## src/rtl/cpx_pkg.sv

```systemverilog
package cpx_pkg;

   typedef enum logic [1:0] {
      ST_IDLE   = 2'd0,
      ST_BUILD  = 2'd1,
      ST_COMMIT = 2'd2
   } cpx_state_e;

   // Edges from the accepting start edge to the edge that raises done.
   function automatic int cpx_latency(input int lines, input bit serial);
      return serial ? (lines * lines + 1) : (lines + 1);
   endfunction

endpackage

```

## src/rtl/cpx_ctrl.sv

```systemverilog
module cpx_ctrl
   import cpx_pkg::*;
#(
   parameter int LINES  = 8,
   parameter bit SERIAL = 1'b1
) (
   input  logic                          clk,
   input  logic                          rst_n,
   input  logic                          start_i,
   output logic                          load_o,
   output logic                          step_o,
   output logic                          diag_o,
   output logic                          byte_end_o,
   output logic                          commit_o,
   output logic [$clog2(LINES+1)-1:0]    off_o
);

   localparam int            CW = $clog2(LINES + 1);
   localparam logic [CW-1:0] LV = CW'(LINES);
   localparam logic [CW-1:0] ONE = CW'(1);

   cpx_state_e     state_q;
   logic [CW-1:0]  off_q;
   logic [CW-1:0]  bc_q;
   logic           bc_last;

   assign load_o     = (state_q == ST_IDLE) && start_i;
   assign step_o     = (state_q == ST_BUILD);
   assign commit_o   = (state_q == ST_COMMIT);
   assign byte_end_o = step_o && bc_last;
   assign off_o      = off_q;

   // Sequence: idle -> build rows -> commit -> idle.
   always_ff @(posedge clk or negedge rst_n) begin
      if (!rst_n) begin
         state_q <= ST_IDLE;
         off_q   <= '0;
      end else begin
         case (state_q)
            ST_IDLE: begin
               if (start_i) begin
                  state_q <= ST_BUILD;
                  off_q   <= LV;
               end
            end
            ST_BUILD: begin
               if (bc_last) begin
                  if (off_q == ONE) begin
                     state_q <= ST_COMMIT;
                  end else begin
                     off_q <= off_q - ONE;
                  end
               end
            end
            ST_COMMIT: begin
               state_q <= ST_IDLE;
            end
            default: begin
               state_q <= ST_IDLE;
            end
         endcase
      end
   end

   generate
      if (SERIAL) begin : g_bit_counter
         // Bit position within the current row, counting down.
         always_ff @(posedge clk or negedge rst_n) begin
            if (!rst_n) begin
               bc_q <= '0;
            end else if (load_o) begin
               bc_q <= LV;
            end else if (step_o) begin
               bc_q <= (bc_q == ONE) ? LV : (bc_q - ONE);
            end
         end
         assign bc_last = (bc_q == ONE);
         assign diag_o  = step_o && (bc_q == off_q);
      end else begin : g_row_counter
         // Whole row per step; the bit counter is not needed.
         assign bc_q    = LV;
         assign bc_last = 1'b1;
         assign diag_o  = 1'b0;
      end
   endgenerate

endmodule

```

## src/rtl/cpx_bit_engine.sv

```systemverilog
module cpx_bit_engine #(
   parameter int LINES = 8
) (
   input  logic                          clk,
   input  logic                          rst_n,
   input  logic                          load_i,
   input  logic [(LINES-1)*LINES-1:0]    cols_i,
   input  logic                          step_i,
   input  logic                          diag_i,
   input  logic                          byte_end_i,
   input  logic [$clog2(LINES+1)-1:0]    off_i,
   output logic [LINES*LINES-1:0]        frame_o
);

   localparam int            IB = LINES - 1;
   localparam int            PW = $clog2(IB + 1);
   localparam int            JW = $clog2(LINES);
   localparam int            CW = $clog2(LINES + 1);
   localparam logic [CW-1:0] LV = CW'(LINES);

   logic [LINES-1:0] work_q  [IB];
   logic [LINES-1:0] frame_q [LINES];
   logic [LINES-1:0] acc_q;
   logic [LINES-1:0] acc_nxt;
   logic [PW-1:0]    ptr_q;
   logic [PW-1:0]    ptr_sel;
   logic             in_bit;
   logic             shift_bit;
   logic [CW-1:0]    row_full;
   logic [JW-1:0]    row_idx;

   // The pointer can run one past the last column on a row that ends on
   // its diagonal; clamp the read so it never leaves the array.
   assign ptr_sel   = (ptr_q < PW'(IB)) ? ptr_q : '0;
   assign in_bit    = work_q[ptr_sel][LINES-1];
   assign shift_bit = diag_i ? 1'b1 : in_bit;
   assign acc_nxt   = {acc_q[LINES-2:0], shift_bit};
   assign row_full  = LV - off_i;
   assign row_idx   = row_full[JW-1:0];

   always_ff @(posedge clk or negedge rst_n) begin
      if (!rst_n) begin
         for (int i = 0; i < IB; i++) begin
            work_q[i] <= '0;
         end
         for (int i = 0; i < LINES; i++) begin
            frame_q[i] <= '0;
         end
         acc_q <= '0;
         ptr_q <= '0;
      end else if (load_i) begin
         for (int i = 0; i < IB; i++) begin
            work_q[i] <= cols_i[i*LINES +: LINES];
         end
         acc_q <= '0;
         ptr_q <= '0;
      end else if (step_i) begin
         acc_q <= acc_nxt;
         if (!diag_i) begin
            // Rotate the consumed MSB back into the LSB of that column.
            work_q[ptr_sel] <= {work_q[ptr_sel][LINES-2:0],
                                work_q[ptr_sel][LINES-1]};
         end
         if (byte_end_i) begin
            frame_q[row_idx] <= acc_nxt;
            ptr_q            <= '0;
         end else if (!diag_i) begin
            ptr_q <= ptr_q + PW'(1);
         end
      end
   end

   generate
      for (genvar g = 0; g < LINES; g++) begin : g_frame_out
         assign frame_o[g*LINES +: LINES] = frame_q[g];
      end
   endgenerate

endmodule

```

## src/rtl/cpx_byte_engine.sv

```systemverilog
module cpx_byte_engine #(
   parameter int LINES = 8
) (
   input  logic                          clk,
   input  logic                          rst_n,
   input  logic                          load_i,
   input  logic [(LINES-1)*LINES-1:0]    cols_i,
   input  logic                          step_i,
   input  logic [$clog2(LINES+1)-1:0]    off_i,
   output logic [LINES*LINES-1:0]        frame_o
);

   localparam int            IB = LINES - 1;
   localparam int            JW = $clog2(LINES);
   localparam int            CW = $clog2(LINES + 1);
   localparam logic [CW-1:0] LV = CW'(LINES);

   logic [LINES-1:0] work_q  [IB];
   logic [LINES-1:0] frame_q [LINES];
   logic [LINES-1:0] row_nxt;
   logic [CW-1:0]    row_full;
   logic [JW-1:0]    row_idx;

   assign row_full = LV - off_i;
   assign row_idx  = row_full[JW-1:0];

   // One whole row per step: every column contributes its current MSB,
   // the diagonal position takes a constant 1.
   always_comb begin
      int d;
      int p;
      row_nxt = '0;
      d       = LINES - 1 - int'(row_idx);
      for (int q = 0; q < LINES; q++) begin
         if (q == d) begin
            row_nxt[q] = 1'b1;
         end else begin
            p          = (LINES - 1 - q) - ((q < d) ? 1 : 0);
            row_nxt[q] = work_q[p][LINES-1];
         end
      end
   end

   always_ff @(posedge clk or negedge rst_n) begin
      if (!rst_n) begin
         for (int i = 0; i < IB; i++) begin
            work_q[i] <= '0;
         end
         for (int i = 0; i < LINES; i++) begin
            frame_q[i] <= '0;
         end
      end else if (load_i) begin
         for (int i = 0; i < IB; i++) begin
            work_q[i] <= cols_i[i*LINES +: LINES];
         end
      end else if (step_i) begin
         for (int i = 0; i < IB; i++) begin
            work_q[i] <= {work_q[i][LINES-2:0], work_q[i][LINES-1]};
         end
         frame_q[row_idx] <= row_nxt;
      end
   end

   generate
      for (genvar g = 0; g < LINES; g++) begin : g_frame_out
         assign frame_o[g*LINES +: LINES] = frame_q[g];
      end
   endgenerate

endmodule

```

## src/rtl/cpx_enable_file.sv

```systemverilog
module cpx_enable_file #(
   parameter int LINES = 8
) (
   input  logic                       clk,
   input  logic                       rst_n,
   input  logic                       commit_i,
   input  logic [LINES*LINES-1:0]     frame_i,
   output logic                       done_o,
   output logic [LINES*LINES-1:0]     row_en_o
);

   // Reset leaves every line floating; a commit swaps in the whole
   // inverted frame at once.
   always_ff @(posedge clk or negedge rst_n) begin
      if (!rst_n) begin
         row_en_o <= '1;
         done_o   <= 1'b0;
      end else begin
         done_o <= commit_i;
         if (commit_i) begin
            row_en_o <= ~frame_i;
         end
      end
   end

endmodule

```

## src/rtl/cpx_transposer.sv

```systemverilog
module cpx_transposer
   import cpx_pkg::*;
#(
   parameter int LINES  = 8,
   parameter bit SERIAL = 1'b1
) (
   input  logic                          clk,
   input  logic                          rst_n,
   input  logic                          start_i,
   input  logic [(LINES-1)*LINES-1:0]    cols_i,
   output logic                          done_o,
   output logic [LINES*LINES-1:0]        row_en_o
);

   localparam int CW = $clog2(LINES + 1);

   generate
      if (LINES < 3 || LINES > 16) begin : g_bad_lines
         initial $error("cpx_transposer: LINES must be within 3..16");
      end
   endgenerate

   logic                   load;
   logic                   step;
   logic                   diag;
   logic                   byte_end;
   logic                   commit;
   logic [CW-1:0]          off;
   logic [LINES*LINES-1:0] frame;

   cpx_ctrl #(
      .LINES  (LINES),
      .SERIAL (SERIAL)
   ) u_ctrl (
      .clk        (clk),
      .rst_n      (rst_n),
      .start_i    (start_i),
      .load_o     (load),
      .step_o     (step),
      .diag_o     (diag),
      .byte_end_o (byte_end),
      .commit_o   (commit),
      .off_o      (off)
   );

   generate
      if (SERIAL) begin : g_serial
         cpx_bit_engine #(
            .LINES (LINES)
         ) u_engine (
            .clk        (clk),
            .rst_n      (rst_n),
            .load_i     (load),
            .cols_i     (cols_i),
            .step_i     (step),
            .diag_i     (diag),
            .byte_end_i (byte_end),
            .off_i      (off),
            .frame_o    (frame)
         );
      end else begin : g_parallel
         logic unused_ctrl;
         assign unused_ctrl = diag ^ byte_end;
         cpx_byte_engine #(
            .LINES (LINES)
         ) u_engine (
            .clk     (clk),
            .rst_n   (rst_n),
            .load_i  (load),
            .cols_i  (cols_i),
            .step_i  (step),
            .off_i   (off),
            .frame_o (frame)
         );
      end
   endgenerate

   cpx_enable_file #(
      .LINES (LINES)
   ) u_file (
      .clk      (clk),
      .rst_n    (rst_n),
      .commit_i (commit),
      .frame_i  (frame),
      .done_o   (done_o),
      .row_en_o (row_en_o)
   );

endmodule

```

## config.mk

```make
export PLATFORM = sky130hd
export DESIGN_NAME = cpx_transposer
export DESIGN_NICKNAME = d
export VERILOG_FILES = /design/src/rtl/cpx_pkg.sv /design/src/rtl/cpx_ctrl.sv /design/src/rtl/cpx_bit_engine.sv /design/src/rtl/cpx_byte_engine.sv /design/src/rtl/cpx_enable_file.sv /design/src/rtl/cpx_transposer.sv
export SDC_FILE = /design/constraint.sdc
export NUM_CORES = 1
export LEC_CHECK = 0
export BUFFER_PORTS_ARGS = -buffer_cell sky130_fd_sc_hd__buf_2
export CORE_UTILIZATION = 58
export DETAILED_ROUTE_END_ITERATION = 7
export GPL_ROUTABILITY_DRIVEN = 0
export PLACE_DENSITY_LB_ADDON = 0.15
export SYNTH_ARGS = -nofsm -noshare
export SYNTH_HDL_FRONTEND = slang
export SYNTH_HIERARCHICAL = 1
export SYNTH_SLANG_ARGS = --single-unit
```

## constraint.sdc

```tcl
create_clock -name clk -period 2.6 [get_ports clk]
set_input_delay 0.52 -clock clk [delete_from_list [all_inputs] [get_ports clk]]
set_output_delay 0.52 -clock clk [all_outputs]
set_load 0.03 [all_outputs]
```

Word level (Yosys, flattened, before mapping)
Cells that the tools add are included.

Register bits: 205. Input port bits: 59. Output and inout bits: 65.

Add/sub/neg operators: 4. $lt $le $gt $ge: 5. Equal/unequal tests: 11. Multiplexer cells: 31. Bitwise logic cells: 4. Reduce and logical (&&, ||, !) cells: 13.

Operator list (count): $mux W56 (3); $bwmux W64 (1); $not A64 Y64 (1); $bwmux W56 (1); $demux W8 S3 (2); $mux W8 (4); $bmux W8 S3 (1); $mux W4 (6); $mux W3 (5); $mux W7 (2); $eq A4 B1 Y1 const B (2); $ge A4 B4 Y1 const B (2); $lt A4 B1 Y1 const B (2); $ne A2 B2 Y1 const B (4); $not A3 Y4 (2); $pmux W4 S2 (1); $sub A4 B1 Y4 const B (2); $mux W2 (3); $reduce_and A3 Y1 (2); $logic_and A1 B1 Y1 (5); $eq A4 B4 Y1 (1); $pmux W2 S2 (1); $reduce_and A2 Y1 (2); $reduce_and A4 Y1 (1); other kinds (11) (12).

Longest topological paths before layout
Depth after elaboration: 11. Depth in mapped cells: 9. Mapped depth without buffers: 8.

Hierarchy
The synthesis kept the hierarchy.

Modules (own cells, without submodules): cpx_bit_engine (times used 1, cells an instance 522, area an instance 6067.1 µm², seq. area each 3253.1 µm²); cpx_enable_file (times used 1, cells an instance 200, area an instance 2680.1 µm², seq. area each 1706.6 µm²); cpx_ctrl (times used 1, cells an instance 64, area an instance 679.4 µm², seq. area each 250.2 µm²).

Least setup slack after synthesis
OpenSTA, ideal clock, no wires.

Kind: reg-to-reg. Start: register u_ctrl.bc_q[1]. End: register g_serial.u_engine.frame_q, in the netlist g_serial.u_engine/frame_o[0]. Arrival: 2152 ps. Data required time: 2475 ps. Path slack: 323 ps. Stages on the path, launching flop included: 10. Buffers on the path: 1. Cell sequence: dfrtp_1 inv_1 ha_1 nand2b_1 nor3_1 and3b_1 nand2b_1 or3_1 buf_2 mux2_2.

Elaborated cells between the ends (all ways): 7.

RTL lines: start: declaration (line cpx_ctrl.sv:24) `logic [CW-1:0] bc_q;`; start signal: assignment (line cpx_ctrl.sv:74) `bc_q <= (bc_q == ONE) ? LV : (bc_q - ONE);`; $eq A4 B1 Y1 (line cpx_ctrl.sv:77) `assign bc_last = (bc_q == ONE);`; $logic_and A1 B1 Y1 (line cpx_ctrl.sv:30) `assign byte_end_o = step_o && bc_last;`; via byte_end (line cpx_transposer.sv:26) `logic byte_end;`; $reduce_and A3 Y1 (no source line); end signal: indexed assignment (line cpx_bit_engine.sv:65) `frame_q[row_idx] <= acc_nxt;`; end: declaration (line cpx_bit_engine.sv:22) `logic [LINES-1:0] frame_q [LINES];`.

The timed path passes the listed nets, and every way through them passes these cells. A chain may end at the register's enable or synchronous reset.

Final worst setup path
Start: register u_ctrl.bc_q[1]. End: register g_serial.u_engine.frame_q, in the netlist g_serial.u_engine/frame_o[55].

Same word-level chain as after synthesis.

==> run metrics <==
final-report hold violation count 0; Final Cycle Share 95.3%; Initial Util 59.3%; CTS Buffer Depth 3; Core Region 15,900 µm²; Pleak 5.00 nW; row count 46; global-route wire length before repair between 30 and 40 mm; Reg-to-Reg Start u_ctrl/bc_q[1]$_DFFE_PN0P_; Final Skew roughly 0.0064 ns; Synth warnings 6; worst r2r dst g_serial.u_engine/frame_o[55]$_DFFE_PN0P_; DRT met1 WL roughly 8.7 mm; Max Cap Viol 0; total power roughly 12 mW; vias per inst approximately 5.7; Routed WL around 21 mm; run status completed; # setup viols final 0; TritonCTS clock tree built; hpwl dp 14.6 mm; fraction of registers with async set/reset between 90% and 100%; Int Pwr ~8 mW; Top FF cell, synth dfrtp_1; combinational power share around 30%; Mapped Nets around 850; largest net degree at the start of global routing between 70 and 80; final max-slew violation count 0; reg2reg path depth 8; NumNets Final between 900 and 1,000; Worst Setup Start Kind flip-flop; met3 wire length about 1.1 mm; Clock Latency Late Sink 0.50 ns; die height 129 µm; Cell Area, Synth approximately 9400 µm²; area of the die between 15,000 and 20,000 µm²; sequential share of power 42.0%; highest metal used met4; initial antenna violation count 0; FF-to-FF setup slack between 0.1 and 0.15 ns; TNS Setup 0 ns; Post-synth EDFFs 0; PostCTS Resize Cnt 0; post-CTS setup buffers 0; clock transition at the registers of the reported paths around 0.060 ns; TritonCTS Buffers 22; Clk network pwr share a little over a quarter; DRC viols 0; Synth Area per Inst roughly 12 µm²; critical path endpoint category flip-flop; Clock Root Buffer clkbuf_16; die width 129 µm; f_max slightly above 400 MHz; DR WL met2 between 10 and 15 mm; Slew @ Worst Pin roughly 0.76 ns; WP data arrival ~2.9 ns; DR WL/cell 18.3 µm; TritonRoute pass-1 iters 5; # diodes 0; # IOs 124; Area Overhead vs Synth 17.7%; register area share after synthesis around 55%; Critical Path RT between 2 and 3 ns; share of post-route cells with drive strength above 1 38.3%; CTS sink count 205; Worst Path Max Fanout 8; RSZ-0062 raised after global routing true; H-tree depth 1; CP Class flip-flop to flip-flop; Hold WC Path Type primary input to async pin; maximum vdd drop around 650 µV; Port Buffers ~120; post-layout minimum cycle time ~2.5 ns; antenna-violating nets left 0; Cells after Synth slightly below 800; vias in the first global route roughly 6,700; Overflow after GRT 0; routed vias ~6,500; Worst slew margin a little under 50%; switching part of the total roughly a third; Psw 4.08 mW; CTS Hold Bufs 0; Yosys cell types 72; GRT Util Overall around a quarter; Pwr Density around 1100 nW/µm²; starting DRC count in detailed routing roughly 370; Synth Register Bits around 200
## routing by layer
layer	vias to the layer above	GRT usage, %
met5	-	0
met4	0	9.71
met3	49	3.80
met2	226	44.9
met1	3245	33.2
li1	3000	-
## sequential cells by signal (all words and copies together) (netlist names)
name	count
u_file/done_o	1
g_serial.u_engine/acc_q	7
u_file/row_en_o	64
g_serial.u_engine/ptr_q	3
u_ctrl/bc_q	4
g_serial.u_engine/frame_o	64
g_serial.u_engine/work_q	56
u_ctrl/state_q	2
u_ctrl/off_o	4
## metrics by stage
stage	util, %	hold WS (ns)	std cells	setup WS, ns	area, µm²
final	69.8	0.0279	1149	0.123	11100
after global routing	69.8	0.0822	1149	-0.00762	11100
after CTS	69.8	0.0459	1149	0.121	11100
after detailed placement	64.9	0.411	1109	0.137	10300
after global placement	64.9	0.393	1109	0.266	10300
after floorplan	-	0.224	786	0.323	9430
## power groups by stage
stage / registers, mW / logic (mW) / clock network [mW]
global placement: 4.98 / 3.42 / 0
CTS: 4.99 / 3.60 / 3.32
floorplan: 4.56 / 2.83 / 0
finish: 4.99 / 3.62 / 3.26
global route: 5.10 / 3.95 / 3.45
detailed placement: 5.04 / 3.56 / 0
## cells by family (layout without fill, tap and decap cells)
| logic type | count (synthesis) | after routing | synth area share, % |
|---|---|---|---|
| AOI/OAI and AO/OA | 133 | 133 | 9.70 |
| xor gates and xnor gates | 5 | 5 | 0.465 |
| adders and majority gates | 6 | 6 | 0.796 |
| buffers and inverters | 117 | 264 | 5.69 |
| DFF | 205 | 205 | 55.3 |
| muxes | 169 | 169 | 19.1 |
| and+or+nand+nor | 151 | 151 | 8.97 |
## layout make-up
| type | instances | area, µm² |
|---|---|---|
| clock buffers | 31 | 664 |
| clock inverters | 9 | 115 |
| fillers | 1178 | 4790 |
| inverters | 76 | 285 |
| multi-input cells | 464 | 3700 |
| flip-flops and latches | 205 | 5210 |
| well taps | 216 | 270 |
| repair buffers | 148 | 850 |
## worst max-delay path, cell delays in order (launching register included)
cell and delay, ns:
dfrtp_1 0.42, inv_1 0.12, ha_1 0.27, nand2b_1 0.11
nor3_1 0.21, and3b_1 0.24, nand2_1 0.17, nor2_2 0.41
mux2_2 0.39
## cell usage after synthesis, types with 5 or more instances
cell	n	area, µm²
ha_1	6	75.1
and2_1	6	37.5
a22o_1	7	61.3
nor2_2	8	50.1
a221o_1	9	90.1
o31ai_1	7	52.6
dfstp_2	64	1680
buf_8	5	75.1
nand2b_1	7	43.8
mux2i_1	91	911
a21o_1	6	45.0
nor3_1	5	25.0
a22oi_1	7	52.6
nor2b_1	5	31.3
a21oi_1	23	115
nor4b_1	5	43.8
nor2_1	30	113
inv_1	75	282
o21a_1	9	67.6
dfrtp_1	141	3530
buf_2	9	45.0
mux2_2	76	856
clkbuf_1	18	67.6
nand2_1	43	161
nor3b_1	9	67.6
o21ai_0	37	185
## placed cells by master (no fill, tap or decap), types with 4 or more instances in the layout
cell,synthesis,layout
nand2_1,43,43
a22oi_1,7,7
ha_1,6,6
nand2b_1,7,7
mux2i_1,91,91
a22o_1,7,7
o21a_1,9,9
a21oi_1,23,23
buf_4,4,22
nor2_1,30,30
and2_1,6,6
nor2b_1,5,4
o31ai_1,7,7
nor3b_1,9,8
nand3_1,4,4
o21ai_0,37,37
buf_2,9,122
a221o_1,9,9
dfrtp_1,141,141
dfstp_2,64,64
clkbuf_8,0,9
xnor2_1,4,4
nor4b_1,5,5
clkbuf_16,0,22
a21o_1,6,6
nor3_1,5,5
inv_1,75,75
nor2_2,8,8
mux2_2,76,76
## worst max path at each step
stage	from	to	slack (ns)	cells past startpoint
floorplan	u_ctrl/bc_q[1]$_DFFE_PN0P_	g_serial.u_engine/frame_o[0]$_DFFE_PN0P_	0.32	9
finish	u_ctrl/bc_q[1]$_DFFE_PN0P_	g_serial.u_engine/frame_o[55]$_DFFE_PN0P_	0.12	8
global route	u_ctrl/bc_q[1]$_DFFE_PN0P_	g_serial.u_engine/frame_o[7]$_DFFE_PN0P_	-0.008	8
global placement	u_ctrl/bc_q[1]$_DFFE_PN0P_	g_serial.u_engine/frame_o[36]$_DFFE_PN0P_	0.27	8
detailed placement	u_ctrl/bc_q[1]$_DFFE_PN0P_	g_serial.u_engine/frame_o[34]$_DFFE_PN0P_	0.14	8
CTS	u_ctrl/bc_q[1]$_DFFE_PN0P_	g_serial.u_engine/frame_o[34]$_DFFE_PN0P_	0.12	8
No activity file was read; power rests on OpenSTA's default activity.
